## src/rtl/rsp_pkg.sv

```systemverilog
// Shared constants and the stamp-word builder for the lap-stamped ring producer.
// Assumes 32-bit words and an eight-word entry whose last word is the stamp.
package rsp_pkg;
    localparam int WORD_W        = 32;
    localparam int ENTRY_WORDS   = 8;
    localparam int PAYLOAD_WORDS = ENTRY_WORDS - 1;
    localparam int CNT_W         = $clog2(ENTRY_WORDS);
    localparam int LAP_W         = 4;
    localparam int TAG_W         = 8;
    localparam int LAP_LSB       = 28;
    localparam int TAG_LSB       = 20;

    // Builds the stamp word: lap in 31:28, tag in 27:20, zero below.
    function automatic logic [WORD_W-1:0] make_stamp(input logic [LAP_W-1:0] lap,
                                                     input logic [TAG_W-1:0] tag);
        logic [WORD_W-1:0] w;
        w = '0;
        w[LAP_LSB +: LAP_W] = lap;
        w[TAG_LSB +: TAG_W] = tag;
        return w;
    endfunction
endpackage

```

## src/rtl/rsp_slot_tracker.sv

```systemverilog
// Slot index with wrap counter. The index advances by one on 'advance' and
// returns to 0 after DEPTH-1; the wrap counter steps (mod 2**LAP_W) at that wrap.
// Assumes DEPTH >= 2.
module rsp_slot_tracker #(
    parameter int DEPTH = 4,
    parameter int LAP_W = 4,
    localparam int IDX_W = $clog2(DEPTH)
) (
    input  logic             clk,
    input  logic             rst_n,
    input  logic             advance,
    output logic [IDX_W-1:0] idx,
    output logic [LAP_W-1:0] lap,
    output logic             at_last
);
    localparam logic [IDX_W-1:0] LAST_IDX = IDX_W'(DEPTH - 1);

    // Flags the final slot of the ring.
    always_comb at_last = (idx == LAST_IDX);

    // Advances the index and counts wraps.
    always_ff @(posedge clk) begin
        if (!rst_n) begin
            idx <= '0;
            lap <= '0;
        end else if (advance) begin
            if (at_last) begin
                idx <= '0;
                lap <= lap + LAP_W'(1);
            end else begin
                idx <= idx + IDX_W'(1);
            end
        end
    end

    AST_IDX_RANGE: assert property (@(posedge clk) disable iff (!rst_n)
        idx <= LAST_IDX);
    AST_LAP_STEP: assert property (@(posedge clk) disable iff (!rst_n)
        (advance && at_last) |=> (idx == '0) && (lap == LAP_W'($past(lap) + LAP_W'(1))));
    AST_LAP_HOLD: assert property (@(posedge clk) disable iff (!rst_n)
        !(advance && at_last) |=> $stable(lap));
endmodule

```

## src/rtl/rsp_entry_writer.sv

```systemverilog
// Accepts a seven-word payload and writes it, then the stamp word, to eight
// consecutive word addresses of one ring slot, one word per cycle.
// Assumes slot_idx and stamp_lap stay stable until entry_done, and that 'room'
// reflects ring occupancy. Configuration is latched only while idle.
module rsp_entry_writer
    import rsp_pkg::*;
#(
    parameter int ADDR_W = 32,
    parameter int IDX_W  = 2
) (
    input  logic                            clk,
    input  logic                            rst_n,
    input  logic [ADDR_W-1:0]               cfg_base_addr,
    input  logic [TAG_W-1:0]                cfg_ring_tag,
    input  logic                            in_valid,
    output logic                            in_ready,
    input  logic [PAYLOAD_WORDS*WORD_W-1:0] in_words,
    input  logic                            room,
    input  logic [IDX_W-1:0]                slot_idx,
    input  logic [LAP_W-1:0]                stamp_lap,
    output logic                            mem_we,
    output logic [ADDR_W-1:0]               mem_addr,
    output logic [WORD_W-1:0]               mem_wdata,
    output logic                            entry_done
);
    localparam logic [CNT_W-1:0] LAST_WORD = CNT_W'(ENTRY_WORDS - 1);

    logic                            busy;
    logic [CNT_W-1:0]                word_cnt;
    logic [PAYLOAD_WORDS*WORD_W-1:0] payload_q;
    logic [ADDR_W-1:0]               base_q;
    logic [TAG_W-1:0]                tag_q;
    logic                            accept;
    logic [WORD_W-1:0]               entry_word [ENTRY_WORDS];

    // Handshake: ready only when idle and the ring has a free slot.
    always_comb begin
        in_ready = !busy && room;
        accept   = in_valid && in_ready;
    end

    // Burst sequencer: busy for eight cycles after each accept.
    always_ff @(posedge clk) begin
        if (!rst_n) begin
            busy     <= 1'b0;
            word_cnt <= '0;
        end else if (accept) begin
            busy     <= 1'b1;
            word_cnt <= '0;
        end else if (busy) begin
            if (word_cnt == LAST_WORD) begin
                busy <= 1'b0;
            end
            word_cnt <= word_cnt + CNT_W'(1);
        end
    end

    // Captures the payload at the accepting edge.
    always_ff @(posedge clk) begin
        if (!rst_n) begin
            payload_q <= '0;
        end else if (accept) begin
            payload_q <= in_words;
        end
    end

    // Samples configuration only while idle.
    always_ff @(posedge clk) begin
        if (!rst_n) begin
            base_q <= '0;
            tag_q  <= '0;
        end else if (!busy) begin
            base_q <= cfg_base_addr;
            tag_q  <= cfg_ring_tag;
        end
    end

    // Lays out the entry: payload words, then the stamp word.
    for (genvar k = 0; k < PAYLOAD_WORDS; k++) begin : g_payload
        always_comb entry_word[k] = payload_q[k*WORD_W +: WORD_W];
    end
    always_comb entry_word[ENTRY_WORDS-1] = make_stamp(stamp_lap, tag_q);

    // Drives the word-write port.
    always_comb begin
        mem_we     = busy;
        entry_done = busy && (word_cnt == LAST_WORD);
        mem_addr   = base_q + ADDR_W'({slot_idx, word_cnt, 2'b00});
        mem_wdata  = entry_word[word_cnt];
    end

    AST_BURST_CONTIG: assert property (@(posedge clk) disable iff (!rst_n)
        (busy && !entry_done) |=> mem_we && (mem_addr == $past(mem_addr) + ADDR_W'(4)));
    AST_STAMP_LOW_ZERO: assert property (@(posedge clk) disable iff (!rst_n)
        entry_done |-> (mem_wdata[TAG_LSB-1:0] == '0));
    AST_NO_ACCEPT_BUSY: assert property (@(posedge clk) disable iff (!rst_n)
        busy |-> !in_ready);
    AST_CFG_HELD: assert property (@(posedge clk) disable iff (!rst_n)
        (busy && !entry_done) |=> $stable(tag_q) && $stable(base_q));
endmodule

```

## src/rtl/rsp_fresh_checker.sv

```systemverilog
// Consumer-side freshness check. Holds the lap parity expected on the next
// pass (1 after reset), flips it whenever its own slot index wraps, and flags
// an examined entry as fresh when its lap parity matches.
module rsp_fresh_checker #(
    parameter int DEPTH = 4,
    localparam int IDX_W = $clog2(DEPTH)
) (
    input  logic             clk,
    input  logic             rst_n,
    input  logic             lap_lsb,
    input  logic             advance,
    output logic             fresh,
    output logic [IDX_W-1:0] index
);
    logic wrap_parity;
    logic at_last;
    logic expect_bit;

    rsp_slot_tracker #(.DEPTH(DEPTH), .LAP_W(1)) u_track (
        .clk     (clk),
        .rst_n   (rst_n),
        .advance (advance),
        .idx     (index),
        .lap     (wrap_parity),
        .at_last (at_last)
    );

    // Expected parity: the first pass is stamped odd.
    always_comb begin
        expect_bit = ~wrap_parity;
        fresh      = (lap_lsb == expect_bit);
    end

    AST_EXPECT_FLIP: assert property (@(posedge clk) disable iff (!rst_n)
        (advance && at_last) |=> (expect_bit != $past(expect_bit)));
endmodule

```

## src/rtl/ring_stamp_producer.sv

```systemverilog
// Top of the lap-stamped descriptor ring producer. Ties the slot tracker,
// entry writer and consumer-side checker together and derives ring fullness
// from the consumer read index, leaving one slot empty.
// Assumes cons_rd_index < DEPTH and DEPTH >= 2.
module ring_stamp_producer
    import rsp_pkg::*;
#(
    parameter int DEPTH  = 4,
    parameter int ADDR_W = 32,
    localparam int IDX_W = $clog2(DEPTH)
) (
    input  logic                            clk,
    input  logic                            rst_n,
    input  logic [ADDR_W-1:0]               cfg_base_addr,
    input  logic [TAG_W-1:0]                cfg_ring_tag,
    input  logic                            in_valid,
    output logic                            in_ready,
    input  logic [PAYLOAD_WORDS*WORD_W-1:0] in_words,
    input  logic [IDX_W-1:0]                cons_rd_index,
    output logic                            mem_we,
    output logic [ADDR_W-1:0]               mem_addr,
    output logic [WORD_W-1:0]               mem_wdata,
    output logic [IDX_W-1:0]                prod_index,
    output logic [LAP_W-1:0]                prod_lap,
    input  logic                            chk_lap_lsb,
    input  logic                            chk_advance,
    output logic                            chk_fresh,
    output logic [IDX_W-1:0]                chk_index
);
    logic             entry_done;
    logic             at_last;
    logic [IDX_W-1:0] next_index;
    logic             room;
    logic [LAP_W-1:0] stamp_lap;

    rsp_slot_tracker #(.DEPTH(DEPTH), .LAP_W(LAP_W)) u_prod_track (
        .clk     (clk),
        .rst_n   (rst_n),
        .advance (entry_done),
        .idx     (prod_index),
        .lap     (prod_lap),
        .at_last (at_last)
    );

    // Fullness and stamp: one slot stays empty; pass n is stamped n mod 16.
    always_comb begin
        next_index = at_last ? '0 : prod_index + IDX_W'(1);
        room       = (next_index != cons_rd_index);
        stamp_lap  = prod_lap + LAP_W'(1);
    end

    rsp_entry_writer #(.ADDR_W(ADDR_W), .IDX_W(IDX_W)) u_writer (
        .clk           (clk),
        .rst_n         (rst_n),
        .cfg_base_addr (cfg_base_addr),
        .cfg_ring_tag  (cfg_ring_tag),
        .in_valid      (in_valid),
        .in_ready      (in_ready),
        .in_words      (in_words),
        .room          (room),
        .slot_idx      (prod_index),
        .stamp_lap     (stamp_lap),
        .mem_we        (mem_we),
        .mem_addr      (mem_addr),
        .mem_wdata     (mem_wdata),
        .entry_done    (entry_done)
    );

    rsp_fresh_checker #(.DEPTH(DEPTH)) u_checker (
        .clk     (clk),
        .rst_n   (rst_n),
        .lap_lsb (chk_lap_lsb),
        .advance (chk_advance),
        .fresh   (chk_fresh),
        .index   (chk_index)
    );

    AST_FULL_NO_READY: assert property (@(posedge clk) disable iff (!rst_n)
        (next_index == cons_rd_index) |-> !in_ready);
    AST_IDLE_INDEX_HOLD: assert property (@(posedge clk) disable iff (!rst_n)
        (!mem_we && !in_ready) |=> $stable(prod_index) && !mem_we);
endmodule

```

## config.mk

```make
export PLATFORM = sky130hd
export DESIGN_NAME = ring_stamp_producer
export DESIGN_NICKNAME = d
export VERILOG_FILES = /design/src/rtl/rsp_pkg.sv /design/src/rtl/rsp_slot_tracker.sv /design/src/rtl/rsp_entry_writer.sv /design/src/rtl/rsp_fresh_checker.sv /design/src/rtl/ring_stamp_producer.sv
export SDC_FILE = /design/constraint.sdc
export NUM_CORES = 1
export LEC_CHECK = 0
export CORE_AREA = 2 2 174 159
export DETAILED_ROUTE_END_ITERATION = 10
export DIE_AREA = 0 0 176 161
export HOLD_SLACK_MARGIN = 0.05
export PLACE_DENSITY = 0.82
export SYNTH_ARGS = -nofsm -noshare
export SYNTH_HDL_FRONTEND = slang
export SYNTH_HIERARCHICAL = 1
export SYNTH_SLANG_ARGS = --single-unit
```

## constraint.sdc

```tcl
create_clock -name clk -period 6.05 [get_ports clk]
set_input_delay 1.21 -clock clk [delete_from_list [all_inputs] [get_ports clk]]
set_output_delay 1.21 -clock clk [all_outputs]
set_load 0.02 [all_outputs]
```

==> reports/results.ini <==
[setup_path]
crit_chain = buf_4, ha_1, a21oi_1, nor2_1, o2111ai_1, xnor2_1, clkdlybuf4s50_1
crit_slowest_cell = buf_4
worstPathArrival_ns = 3.90
path_depth = 7
start_kind = register
crit_family = buffers and inverters
worstPathBufferInverterCount = 2
rr_worst_depth = 9
worstPathRequired_ns = 4.84
path_class = register to output pin
crit_fanout = 68
endpoint_kind = output pin
timing.critical_path.slowest_cell_delay_ns = 0.85

[placed_design]
placed_cell_area_um2 = 16540
hpwlAfterDp_mm = 26.28
port-buffer-count = 345
place_congestion = 0.8925

[worst_hold_path]
hold_path_depth = 2
hp-class = register to register

[cts]
cts.sinks = 277
cts.htree.levels = 1
ctsResizeCount = 0
path_clk_slew_ns = 0.06
cts_root_buf = clkbuf_16
holdBufCountCts = 0
numCtsBuffers = 30
cts_tree = yes
postCtsSetupBuffers = 0
clock_path_buffers = 3
clock_latency_ns = 0.55

[global_route]
track_usage = 0.2598
grt_pass1_vias = 10910
antenna_found_initial = 2
grt_remaining_overflow = 0
grt_max_degree = 172
grt_pass1_wl_mm = 58.59

[logic_synthesis]
synth_fp_nets = 1745
yosys_warnings = 6
syn_area_um2 = 13050
syn_inst = 1462
syn_area_per_cell_um2 = 8.929

[die]
die_area_um2 = 28340
rows = 57
io_pins = 346
core_area_um2 = 26600
die-height_um = 161
start_util = 0.4907
dieWidth_um = 176

[finish]
drive_gt1_frac = 0.07832
postLayoutCoreUtil = 0.6592
fillers = 2125
syn2layout_area_growth_pct = 34.33
multiInputGateArea_um2 = 6949
seq_area_um2 = 5555
fin_nets = 2021
final_common_cell = nand2_1
post-route-cell-area_um2 = 17540
final_cell_mix = nand2_1, clkdlybuf4s50_1, dfxtp_1

[timing]
fmax_ghz = 0.1958
fin_crit_sh = 0.8440
max_slew_margin = 0.2342
tns_ns = 0
setup_viol = 0
hold_viol_final = 0
finalCriticalPeriod_ns = 5.106
report.final.slew_viol_count = 0
hold_slack_ns = 0.4536
rsz0062_at_grt = false
clock_skew_ns = 0.009695
tightest_slew_ns = 1.149

[power]
pwr_density_cell_nw_per_um2 = 261.5
irDropWorstVdd_mv = 0.2030
leakage_nw = 6.368

[routing]
drt_iter0_markers = 895
drc = 0
post_drt_wl_per_cell_um = 17.77
vias = 11270
viasPerCell = 5.322
detail-route-antenna-nets = 0
firstDrtPassIters = 5
wirelength_mm = 37.64

[status]
status = completed

[flow_run]
cap_violations = 0

-- worst reg2reg max path: cells and delay by family (launching register included) --
kind | cells | cell delay (ns)
flops | 1 | 0.48
simple gates | 4 | 1.28
buf+inv | 1 | 0.53
fa+ha+maj | 1 | 0.40
compound gates | 3 | 0.39
-- sequential cells by signal (all words and copies together) (netlist names) --
| register | count |
|---|---|
| u_writer/tag_q | 8 |
| u_prod_track/idx | 2 |
| u_writer/word_cnt | 3 |
| u_writer/base_q | 32 |
| u_prod_track/lap | 4 |
| u_writer/payload_q | 224 |
| u_writer/mem_we | 1 |
| u_checker/u_track/idx | 2 |
| u_checker/u_track/lap | 1 |
-- path summary, 6_finish.rpt --
| path | to | slack (ns) | startpoint |
|---|---|---|---|
| setup / recovery | mem_addr[31] | 0.94 | u_writer/word_cnt[1]$_SDFFE_PP0P_ |
| hold / removal | u_writer/payload_q[189]$_SDFFE_PN0P_ | 0.45 | u_writer/payload_q[189]$_SDFFE_PN0P_ |
| hold reg to reg | u_writer/payload_q[189]$_SDFFE_PN0P_ | 0.45 | u_writer/payload_q[189]$_SDFFE_PN0P_ |
| setup reg to reg | u_writer/payload_q[10]$_SDFFE_PN0P_ | 2.89 | u_prod_track/idx[0]$_SDFFE_PN0P_ |
-- power by group --
part,switching [mW],leakage [nW],internal [mW]
Sequential,0.0761,2.27,1.94
Clock,0.747,0.496,1.07
Combinational,0.353,3.60,0.394
-- cell type report --
cell class / instances / area share
Antenna cell: 2 / 0.0002854
Tap cell: 354 / 0.02526
Sequential cell: 277 / 0.3168
Multi-Input combinational cell: 1066 / 0.3963
Clock inverter: 11 / 0.004923
Inverter: 7 / 0.001498
Clock buffer: 45 / 0.05180
Timing Repair Buffer: 356 / 0.2031
-- per-stage QoR --
stage                     setup slack, ns  std cells  power, mW
after floorplan                     2.206       1462      2.444
after global placement              1.571       2060      2.782
after detailed placement            1.510       2060      2.801
after CTS                          0.9199       2116      4.611
after global routing               0.7734       2117      4.767
final                              0.9435       2118      4.585
-- per-layer routing --
layer / GRT usage / vias to the layer above / routed length (um)
met5: 0 / - / 0
met4: 0.08302 / 0 / 1108
met3: 0.04284 / 70 / 2424
met2: 0.4093 / 406 / 16990
met1: 0.3664 / 5318 / 17120
li1: - / 5477 / -
Note: power is estimated with default switching activity, not from simulation.
